**src/rtl/spi_fifo_pkg.sv**
```systemverilog
package spi_fifo_pkg;
  localparam int DATA_W = 8;
  localparam int REG_W  = 32;
  localparam int ADDR_W = 3;

  typedef enum logic [ADDR_W-1:0] {
    REG_RXDATA   = 3'd0,
    REG_TXDATA   = 3'd1,
    REG_CTRL     = 3'd2,
    REG_IRQ_EN   = 3'd3,
    REG_IRQ_STAT = 3'd4,
    REG_LEVEL    = 3'd5
  } reg_sel_e;

  localparam int BIT_TX_FLUSH = 8;
  localparam int BIT_RX_FLUSH = 9;
  localparam int BIT_RX_HI    = 4;
  localparam int BIT_TX_LO    = 12;
  localparam int BIT_DONE     = 16;
  localparam int LVL_RX_LSB   = 0;
  localparam int LVL_TX_LSB   = 16;
  localparam int LVL_W        = 7;
endpackage

```
**src/rtl/byte_fifo.sv**
```systemverilog
module byte_fifo #(
  parameter int DEPTH = 64,
  parameter int W     = 8,
  localparam int AW   = $clog2(DEPTH),
  localparam int CW   = AW + 1
) (
  input  logic          clk,
  input  logic          rst_n,
  input  logic          flush,
  input  logic          push,
  input  logic [W-1:0]  push_data,
  input  logic          pop,
  output logic [W-1:0]  pop_data,
  output logic [CW-1:0] count
);
  logic [W-1:0]  mem [DEPTH];
  logic [AW-1:0] wr_ptr, wr_ptr_n, rd_ptr, rd_ptr_n;
  logic [CW-1:0] count_n;
  logic          full, empty, push_ok, pop_ok;

  assign full    = (count == CW'(DEPTH));
  assign empty   = (count == '0);
  assign push_ok = push && !full && !flush;
  assign pop_ok  = pop && !empty && !flush;

  always_comb begin
    wr_ptr_n = wr_ptr;
    rd_ptr_n = rd_ptr;
    count_n  = count;
    if (flush) begin
      wr_ptr_n = '0;
      rd_ptr_n = '0;
      count_n  = '0;
    end else begin
      if (push_ok) wr_ptr_n = wr_ptr + AW'(1);
      if (pop_ok)  rd_ptr_n = rd_ptr + AW'(1);
      case ({push_ok, pop_ok})
        2'b10:   count_n = count + CW'(1);
        2'b01:   count_n = count - CW'(1);
        default: count_n = count;
      endcase
    end
  end

  always_ff @(posedge clk or negedge rst_n) begin
    if (!rst_n) begin
      wr_ptr <= '0;
      rd_ptr <= '0;
      count  <= '0;
    end else begin
      wr_ptr <= wr_ptr_n;
      rd_ptr <= rd_ptr_n;
      count  <= count_n;
    end
  end

  always_ff @(posedge clk) begin
    if (push_ok) mem[wr_ptr] <= push_data;
  end

  assign pop_data = empty ? '0 : mem[rd_ptr];

  p_count_bound_r1: assert property (@(posedge clk) disable iff (!rst_n)
    count <= CW'(DEPTH));
  p_full_drop_r1: assert property (@(posedge clk) disable iff (!rst_n)
    (full && push && !pop && !flush) |=> $stable(count));
  p_empty_pop_r4: assert property (@(posedge clk) disable iff (!rst_n)
    (empty && pop && !push && !flush) |=> (count == '0));
  p_flush_r5: assert property (@(posedge clk) disable iff (!rst_n)
    flush |=> (count == '0));
endmodule

```
**src/rtl/irq_status.sv**
```systemverilog
module irq_status
  import spi_fifo_pkg::*;
#(
  parameter int DEPTH = 64,
  localparam int CW    = $clog2(DEPTH) + 1,
  localparam int RX_HI = (DEPTH * 3) / 4,
  localparam int TX_LO = DEPTH / 4
) (
  input  logic             clk,
  input  logic             rst_n,
  input  logic [CW-1:0]    rx_count,
  input  logic [CW-1:0]    tx_count,
  input  logic             done_pulse,
  input  logic             en_we,
  input  logic             stat_we,
  input  logic [REG_W-1:0] wdata,
  output logic [REG_W-1:0] enable,
  output logic [REG_W-1:0] status,
  output logic             irq
);
  localparam logic [REG_W-1:0] MASK =
    (REG_W'(1) << BIT_RX_HI) | (REG_W'(1) << BIT_TX_LO) | (REG_W'(1) << BIT_DONE);

  logic [REG_W-1:0] set_vec, clr_vec, status_n, enable_n;

  always_comb begin
    set_vec            = '0;
    set_vec[BIT_RX_HI] = (rx_count >= CW'(RX_HI));
    set_vec[BIT_TX_LO] = (tx_count <= CW'(TX_LO));
    set_vec[BIT_DONE]  = done_pulse;
    clr_vec            = stat_we ? wdata : '0;
    status_n           = ((status & ~clr_vec) | set_vec) & MASK;
    enable_n           = en_we ? (wdata & MASK) : enable;
  end

  always_ff @(posedge clk or negedge rst_n) begin
    if (!rst_n) begin
      status <= '0;
      enable <= '0;
    end else begin
      status <= status_n;
      enable <= enable_n;
    end
  end

  assign irq = |(status & enable);

  p_rx_hi_set_r6: assert property (@(posedge clk) disable iff (!rst_n)
    (rx_count >= CW'(RX_HI)) |=> status[BIT_RX_HI]);
  p_tx_lo_set_r7: assert property (@(posedge clk) disable iff (!rst_n)
    (tx_count <= CW'(TX_LO)) |=> status[BIT_TX_LO]);
  p_done_sticky_r8: assert property (@(posedge clk) disable iff (!rst_n)
    (status[BIT_DONE] && !(stat_we && wdata[BIT_DONE])) |=> status[BIT_DONE]);
  p_done_clear_r9: assert property (@(posedge clk) disable iff (!rst_n)
    (stat_we && wdata[BIT_DONE] && !done_pulse) |=> !status[BIT_DONE]);
  p_irq_masked_r10: assert property (@(posedge clk) disable iff (!rst_n)
    (enable == '0) |-> !irq);
endmodule

```
**src/rtl/spi_fifo_irq_unit.sv**
```systemverilog
module spi_fifo_irq_unit
  import spi_fifo_pkg::*;
#(
  parameter int DEPTH = 64
) (
  input  logic              clk,
  input  logic              rst_n,
  input  logic [ADDR_W-1:0] bus_addr,
  input  logic              bus_wr,
  input  logic              bus_rd,
  input  logic [REG_W-1:0]  bus_wdata,
  output logic [REG_W-1:0]  bus_rdata,
  output logic              irq,
  output logic              tx_avail,
  output logic [DATA_W-1:0] tx_byte,
  input  logic              tx_take,
  input  logic [DATA_W-1:0] rx_byte,
  input  logic              rx_put,
  input  logic              xfer_done
);
  localparam int CW = $clog2(DEPTH) + 1;

  logic [CW-1:0]     tx_count, rx_count;
  logic [DATA_W-1:0] rx_head;
  logic [REG_W-1:0]  enable, status, level;
  logic              tx_flush_q, tx_flush_n, rx_flush_q, rx_flush_n;
  logic              tx_push, rx_pop, ctrl_we, en_we, stat_we;

  assign ctrl_we = bus_wr && (bus_addr == REG_CTRL);
  assign en_we   = bus_wr && (bus_addr == REG_IRQ_EN);
  assign stat_we = bus_wr && (bus_addr == REG_IRQ_STAT);
  assign tx_push = bus_wr && (bus_addr == REG_TXDATA);
  assign rx_pop  = bus_rd && (bus_addr == REG_RXDATA);

  assign tx_flush_n = ctrl_we && bus_wdata[BIT_TX_FLUSH];
  assign rx_flush_n = ctrl_we && bus_wdata[BIT_RX_FLUSH];

  always_ff @(posedge clk or negedge rst_n) begin
    if (!rst_n) begin
      tx_flush_q <= 1'b0;
      rx_flush_q <= 1'b0;
    end else begin
      tx_flush_q <= tx_flush_n;
      rx_flush_q <= rx_flush_n;
    end
  end

  byte_fifo #(.DEPTH(DEPTH), .W(DATA_W)) i_tx_fifo (
    .clk(clk), .rst_n(rst_n), .flush(tx_flush_q),
    .push(tx_push), .push_data(bus_wdata[DATA_W-1:0]),
    .pop(tx_take), .pop_data(tx_byte), .count(tx_count)
  );

  byte_fifo #(.DEPTH(DEPTH), .W(DATA_W)) i_rx_fifo (
    .clk(clk), .rst_n(rst_n), .flush(rx_flush_q),
    .push(rx_put), .push_data(rx_byte),
    .pop(rx_pop), .pop_data(rx_head), .count(rx_count)
  );

  irq_status #(.DEPTH(DEPTH)) i_irq_status (
    .clk(clk), .rst_n(rst_n), .rx_count(rx_count), .tx_count(tx_count),
    .done_pulse(xfer_done), .en_we(en_we), .stat_we(stat_we),
    .wdata(bus_wdata), .enable(enable), .status(status), .irq(irq)
  );

  assign tx_avail = (tx_count != '0);

  always_comb begin
    level = '0;
    level[LVL_RX_LSB +: CW] = rx_count;
    level[LVL_TX_LSB +: CW] = tx_count;
  end

  always_comb begin
    case (bus_addr)
      REG_RXDATA:   bus_rdata = REG_W'(rx_head);
      REG_IRQ_EN:   bus_rdata = enable;
      REG_IRQ_STAT: bus_rdata = status;
      REG_LEVEL:    bus_rdata = level;
      default:      bus_rdata = '0;
    endcase
  end

  p_empty_read_zero_r4: assert property (@(posedge clk) disable iff (!rst_n)
    (rx_pop && rx_count == '0) |-> (bus_rdata == '0));
  p_tx_avail_r3: assert property (@(posedge clk) disable iff (!rst_n)
    (tx_take && tx_count == CW'(1) && !tx_push) |=> !tx_avail);
endmodule

```
**config.mk**
```make
export PLATFORM = sky130hd
export DESIGN_NAME = spi_fifo_irq_unit
export DESIGN_NICKNAME = d
export VERILOG_FILES = /design/src/rtl/spi_fifo_pkg.sv /design/src/rtl/byte_fifo.sv /design/src/rtl/irq_status.sv /design/src/rtl/spi_fifo_irq_unit.sv
export SDC_FILE = /design/constraint.sdc
export NUM_CORES = 1
export LEC_CHECK = 0
export BUFFER_PORTS_ARGS = -buffer_cell sky130_fd_sc_hd__buf_4
export CAP_MARGIN = 40
export CORE_MARGIN = 2
export CORE_UTILIZATION = 45
export CTS_CLUSTER_DIAMETER = 60
export CTS_CLUSTER_SIZE = 28
export DETAILED_ROUTE_END_ITERATION = 8
export PLACE_DENSITY = 0.69
export RECOVER_POWER = 100
export SLEW_MARGIN = 25
export SYNTH_ARGS = -nofsm -noshare
export SYNTH_HDL_FRONTEND = slang
export SYNTH_SLANG_ARGS = --single-unit
```
**constraint.sdc**
```tcl
create_clock -name clk -period 10.1 [get_ports clk]
set_input_delay 1.01 -clock clk [delete_from_list [all_inputs] [get_ports clk]]
set_output_delay 1.01 -clock clk [all_outputs]
set_load 0.01 [all_outputs]
```
# Yosys cells after proc, flatten, opt, wreduce, memory -nomap -nowiden
# Memory sizes are Yosys's and may differ from the RTL's.
# Cells that the tools add are included.
[op_classes]
reduce_logical = 32
mul = 0
div = 0
n_lt_le_gt_ge = 2
bitwise_logic = 4
add_sub_neg = 8
eq_ne = 11
shifts = 0
mux = 20
[op_table]
columns = ["op", "count"]
rows = [
  ["23-bit case mux with 4 select lines", 1],
  ["6-bit 2-to-1 mux", 8],
  ["17-bit bitwise AND", 2],
  ["32-bit OR reduction", 1],
  ["7-bit case mux with 2 select lines", 2],
  ["6-bit by 1-bit adder with 6-bit output, second input constant", 4],
  ["17-bit 2-to-1 mux", 1],
  ["17-bit inverter", 1],
  ["17-bit OR", 1],
  ["8-bit 2-to-1 mux", 2],
  ["1-bit logical AND", 15],
  ["7-bit by 1-bit adder with 7-bit output, second input constant", 2],
  ["7-bit equality test, second input constant", 2],
  ["7-bit zero test", 2],
  ["7-bit 2-to-1 mux", 2],
  ["7-bit by 1-bit subtractor with 7-bit output, second input constant", 2],
  ["2-bit nonzero test", 4],
  ["7-bit by 6-bit >= comparator with 1-bit output, second input constant", 1],
  ["7-bit by 5-bit <= comparator with 1-bit output, second input constant", 1],
  ["7-bit nonzero test", 1],
  ["3-bit by 2-bit equality test with 1-bit output, second input constant", 2],
  ["3-bit equality test, second input constant", 2],
  ["1-bit zero test", 6],
  ["3-bit nonzero test", 2],
  ["other kinds (5)", 10],
]
[word_totals]
word_cells = 89
memories = 2
register_bits = 46
rom_bits = 0
ram_bits = 1024
out_inout_bits = 42
latchBits = 0
input_bits = 50
[memory_table]
columns = ["memory", "depth", "width", "rd", "rd_ports_with_merged_regs", "write_ports", "line_no", "rtl"]
rows = [
  ["i_rx_fifo.mem", 64, 8, 1, 0, 1, "byte_fifo.sv:16", "logic [W-1:0] mem [DEPTH];"],
  ["i_tx_fifo.mem", 64, 8, 1, 0, 1, "byte_fifo.sv:16", ""],
]

# Depth between registers and ports, before layout
[logic_depth]
depth_word = 7
mapped_depth = 12
ltp_nobuf = 10

# By module
# A second synthesis with hierarchy kept.
[hier_totals]
cells_unflattened = 2350
area_unflattened_um2 = 43549.3
[modules_own_cells]
columns = ["mod", "seq_area_each_um2", "instances", "cells_each", "area_per_inst_um2"]
rows = [
  ["byte_fifo at i_tx_fifo", 15850.2, 1, 1102, 21056.4],
  ["byte_fifo at i_rx_fifo", 15850.2, 1, 1080, 21003.9],
  ["spi_fifo_irq_unit", 50.0, 1, 90, 794.5],
  ["irq_status", 150.1, 1, 78, 694.4],
]

# Worst setup path after synthesis
# OpenSTA, ideal clock, no wires.
[synth_path]
kind = "input -> register"
startpoint = "input port bus_addr[0]"
endpoint = "register i_tx_fifo.count[6]"
cell_stages = 11
t_arrival_ns = 3.358
slack_ns = 6.617
required_ns = 9.975
path_buffers = 1
setup_ns = 0.125
path_cell_list = "buf_2 > nand4bb_1 > a21oi_1 > nor2_1 > xor2_1 > ha_1 > nor4_1 > a21boi_0 > or4_1 > a21oi_2 > mux2_4"
[synth_between]
elab_chain_cells = 7
elab_cells_between_ends = 9
cone_classes = "eq/ne (3); mux (2); reduce/logical (4)"
[synth_lines]
columns = ["item", "line_no", "rtl"]
rows = [
  ["start, declared", "spi_fifo_irq_unit.sv:8", "input logic [ADDR_W-1:0] bus_addr,"],
  ["3-bit by 1-bit equality test with 1-bit output (*)", "spi_fifo_irq_unit.sv:32", "assign tx_push = bus_wr && (bus_addr == REG_TXDATA);"],
  ["1-bit logical AND (*)", "spi_fifo_irq_unit.sv:32", ""],
  ["1-bit logical AND (*) (2 in a row)", "byte_fifo.sv:23", "assign push_ok = push && !full && !flush;"],
  ["2-bit by 1-bit equality test with 1-bit output / 2-bit equality test (equally long branches)", "byte_fifo.sv:37", "case ({push_ok, pop_ok})"],
  ["7-bit case mux with 2 select lines", "byte_fifo.sv:37", ""],
  ["7-bit 2-to-1 mux", "byte_fifo.sv:30", "if (flush) begin"],
  ["end signal, assigned", "byte_fifo.sv:53", "count <= count_n;"],
  ["end, declared", "byte_fifo.sv:14", "output logic [CW-1:0] count"],
]
# Mark *: on every way between the ends. The rest lies on a longest branch, timed or not.
# A chain may end at the register's enable or synchronous reset.

# Final worst setup path
[layout_path]
startpoint = "register i_tx_fifo.rd_ptr[1]"
endpoint = "output port tx_byte[2]"
[layout_between]
elab_chain_cells = 2
[layout_lines]
columns = ["item", "line_no", "rtl"]
rows = [
  ["start, declared", "byte_fifo.sv:17", "logic [AW-1:0] wr_ptr, wr_ptr_n, rd_ptr, rd_ptr_n;"],
  ["start signal, assigned", "byte_fifo.sv:52", "rd_ptr <= rd_ptr_n;"],
  ["memory 64 x 8 bit", "--", ""],
  ["8-bit 2-to-1 mux", "byte_fifo.sv:61", "assign pop_data = empty ? '0 : mem[rd_ptr];"],
  ["end, declared", "spi_fifo_irq_unit.sv:15", "output logic [DATA_W-1:0] tx_byte,"],
]
# No other way between the ends.

==> flow_metrics.py <==
metrics = {
    "run_status": {
        "status": "finished, violations left",
        "violations": "max-capacitance violations, max-slew violations",
    },
    "layout": {
        "synthToLayoutAreaGrowth_pct": 10.9,
        "nets": 2246,
        "fin_util_pct": 50.1,
        "diodes": 0,
        "drive_above_1_share_pct": 22.0,
    },
    "routing": {
        "vias_per_cell": 5.93,
        "drt_pass1_iterations": 5,
        "postRouteAntennaNets": 0,
        "routed_wl_um": 92000,
        "drt_iter0_markers": 2499,
        "vias": 20900,
        "drc": 0,
        "routedWlPerCell_um": 26.1,
    },
    "placed_design": {
        "place_congestion": 0.862,
        "io_buffer_count": 55,
        "hpwlAfterDp_um": 55200,
    },
    "worst_setup_path": {
        "worstPathArrival_ns": 6.60,
        "critPathLaunch": "i_tx_fifo.rd_ptr[1]",
        "worst_path_max_delay_cell": "clkbuf_1",
        "crit_chain": "clkbuf_1 > mux4_2 > mux2i_1 > o21ai_0 > a21oi_1 > o21ai_1 > buf_4",
        "critPathLaunchType": "register",
        "rr_startpoint": "i_tx_fifo.rd_ptr[1]",
        "crit_type": "reg -> out",
        "critPathMaxStageDelay_ns": 2.22,
        "end_kind": "primary output",
        "worstPathMaxFanout": 50,
        "critical_path_required_ns": 9.09,
        "r2r_slack_ns": 5.28,
    },
    "pwr": {
        "p_leak_uw": 0.0146,
        "p_per_area_mw_per_mm2": 250,
        "ir_worst_vdd_mv": 0.154,
    },
    "timing": {
        "fmax_mhz": 131,
        "tns_ns": 0,
        "finalSetupViolations": 0,
        "slew_headroom_pct": -109,
        "slew_viol_final": 1245,
        "hold_viol_final": 0,
        "worst_pin_slew_ns": 3.14,
        "timing.hold.ws_ns": 0.537,
        "rsz0062_at_grt": "false",
        "period_share_pct": 75.3,
        "period_needed_ns": 7.61,
        "skew_ns": 0.0451,
    },
    "clock_network": {
        "cts-root-buf": "clkbuf_16",
        "worstSkewPairLatency_ns": 0.68,
        "cts_hold_buf": 0,
        "clkTransAtPathRegs_ns": 0.10,
        "cts_repair_resize_count": 0,
        "cts_sinks": 1070,
        "cts_tree": "built",
        "h-tree-depth": 3,
        "cts_buffer_depth": 3,
        "cts_setup_buffers": 0,
        "numCtsBuffers": 80,
    },
    "synth": {
        "ys_seq_area_share_pct": 74.7,
        "synth_area_leader_cell": "edfxtp_1",
        "ys_types": 73,
        "synthFlopType": "edfxtp_1",
        "synth_edf_count": 1024,
        "syn_area_mm2": 0.0427,
        "ys_seq_elements": 1070,
        "synth_warnings": 0,
        "netlist_top_cells_count": "1024 x edfxtp_1, 277 x mux4_2, 185 x nor2_1",
        "synth.avg_cell_area_um2": 20.1,
        "syn_inst": 2123,
        "post-synth-top-count-cell": "edfxtp_1",
        "synthTopCellsByArea": "edfxtp_1 72%, mux4_2 15%, dfrtp_1 2.7%, nor2_1 1.6%, mux2i_1 0.98%",
        "synth_top_area_share_pct": 72.0,
        "async_flop_share_pct": 4.30,
    },
    "floorplanning": {
        "rows": 113,
        "die_area_mm2": 0.0974,
        "ioPinCount": 92,
        "dieHeight_um": 312,
        "die_w_um": 312,
        "core_region_area_mm2": 0.0946,
        "initial_core_util_pct": 45.2,
    },
    "grt": {
        "grt_pass1_vias": 21100,
        "grt_use_total_pct": 18.8,
        "antenna_found_initial": 0,
        "grt_max_degree": 67,
        "grt_overflow": 0,
        "grt_first_pass_wirelength_um": 137000,
    },
    "hold_path": {
        "min_path_type": "reg -> reg",
        "min-delay-start": "i_irq_status.status[16]",
    },
    "run": {
        "drv_cap": 21,
    },
}
## power by group
part           internal (uW)  switching, uW  total (uW)
combinational           1450           1600        3050
clock                   1720           1800        3520
sequential              5000            271        5270
## stage by stage
stage                     worst slack [ns]  instance area, um^2  instances  power [uW]
after global routing                  2.31                47400       3520       12200
final                                 2.49                47400       3520       11800
after CTS                             4.56                47300       3494       11900
after floorplan                       6.62                42800       2138        7370
after detailed placement              5.30                44400       3346        8380
after global placement                5.04                44300       3340        8280
## logic make-up (layout without fill, tap and decap cells)
group / count (synthesis) / after routing / share of synthesized area [%]
AO/OA/AOI/OAI: 173 / 173 / 2.90
multiplexers: 335 / 335 / 16.0
other: 1 / 16 / 0.00878
XOR/XNOR: 24 / 24 / 0.492
AND/OR/NAND/NOR: 371 / 371 / 4.08
adder cells (fa/ha/maj): 7 / 7 / 0.205
flip-flops: 1070 / 1070 / 74.7
buffers and inverters: 142 / 259 / 1.59
## metal layers
| metal | wire length, um | up-vias | global-route usage (%) |
|---|---|---|---|
| li1 | - | 8832 | - |
| met1 | 37500 | 10900 | 26.7 |
| met2 | 44200 | 958 | 29.9 |
| met3 | 7590 | 170 | 3.06 |
| met4 | 2750 | 0 | 6.23 |
| met5 | 0 | - | 0 |
## registers in the layout (all words and copies together) (netlist names)
name,count
i_irq_status.status,3
i_irq_status.enable,3
i_tx_fifo.count,7
i_tx_fifo.wr_ptr,6
i_rx_fifo.count,7
i_rx_fifo.rd_ptr,6
tx_flush_q,1
i_rx_fifo.mem,512
i_tx_fifo.rd_ptr,6
rx_flush_q,1
i_tx_fifo.mem,512
i_rx_fifo.wr_ptr,6
## layout make-up
type	instances	area (um^2)
fillers	7403	47200
flip-flops and latches	1070	31900
multi-input cells	926	10100
clock buffers	86	2110
well taps	1265	1580
clock inverters	62	866
repair buffers	104	717
inverters	7	26.3
## worst paths after layout
kind                                      endpoint  cells after the start
setup / recovery                        tx_byte[2]                      7
min in group asynchronous      i_tx_fifo.rd_ptr[1]                      1
hold / removal             i_irq_status.status[16]                      1
max in group asynchronous      i_rx_fifo.rd_ptr[1]                      1
hold reg to reg            i_irq_status.status[16]                      1
setup reg to reg               i_tx_fifo.rd_ptr[4]                      5
## cells in the final DEF (no fill, tap or decap), types with 5 or more instances in the layout
cell / count
mux2i_1: 42
o21ai_0: 27
nand3b_1: 10
mux2_1: 8
mux4_2: 277
and2_0: 9
buf_16: 5
or3b_2: 5
conb_1: 16
inv_8: 7
a21oi_1: 27
o22ai_1: 10
or4_1: 5
inv_16: 5
nor2_1: 185
edfxtp_1: 1024
ha_1: 7
inv_12: 10
buf_4: 42
a211oi_1: 12
clkbuf_1: 54
a221o_1: 7
inv_1: 6
xnor2_1: 8
nor3_1: 8
a221oi_1: 5
and3_1: 8
a22oi_1: 40
dfrtp_1: 44
or3_1: 7
nor2b_1: 13
clkbuf_16: 84
and2_1: 6
nand4_1: 10
clkinv_8: 10
nand2_1: 62
nand3_1: 21
inv_6: 14
xor2_1: 16
mux2_2: 7
## critical path, delay by kind of cell (launching register included)
kind / cells / cell delay (ns)
DFF: 1 / 1.60
AOI/OAI and AO/OA: 3 / 1.11
buffers and inverters: 2 / 2.41
muxes: 2 / 0.74
Power figures use the tool's default switching activity.
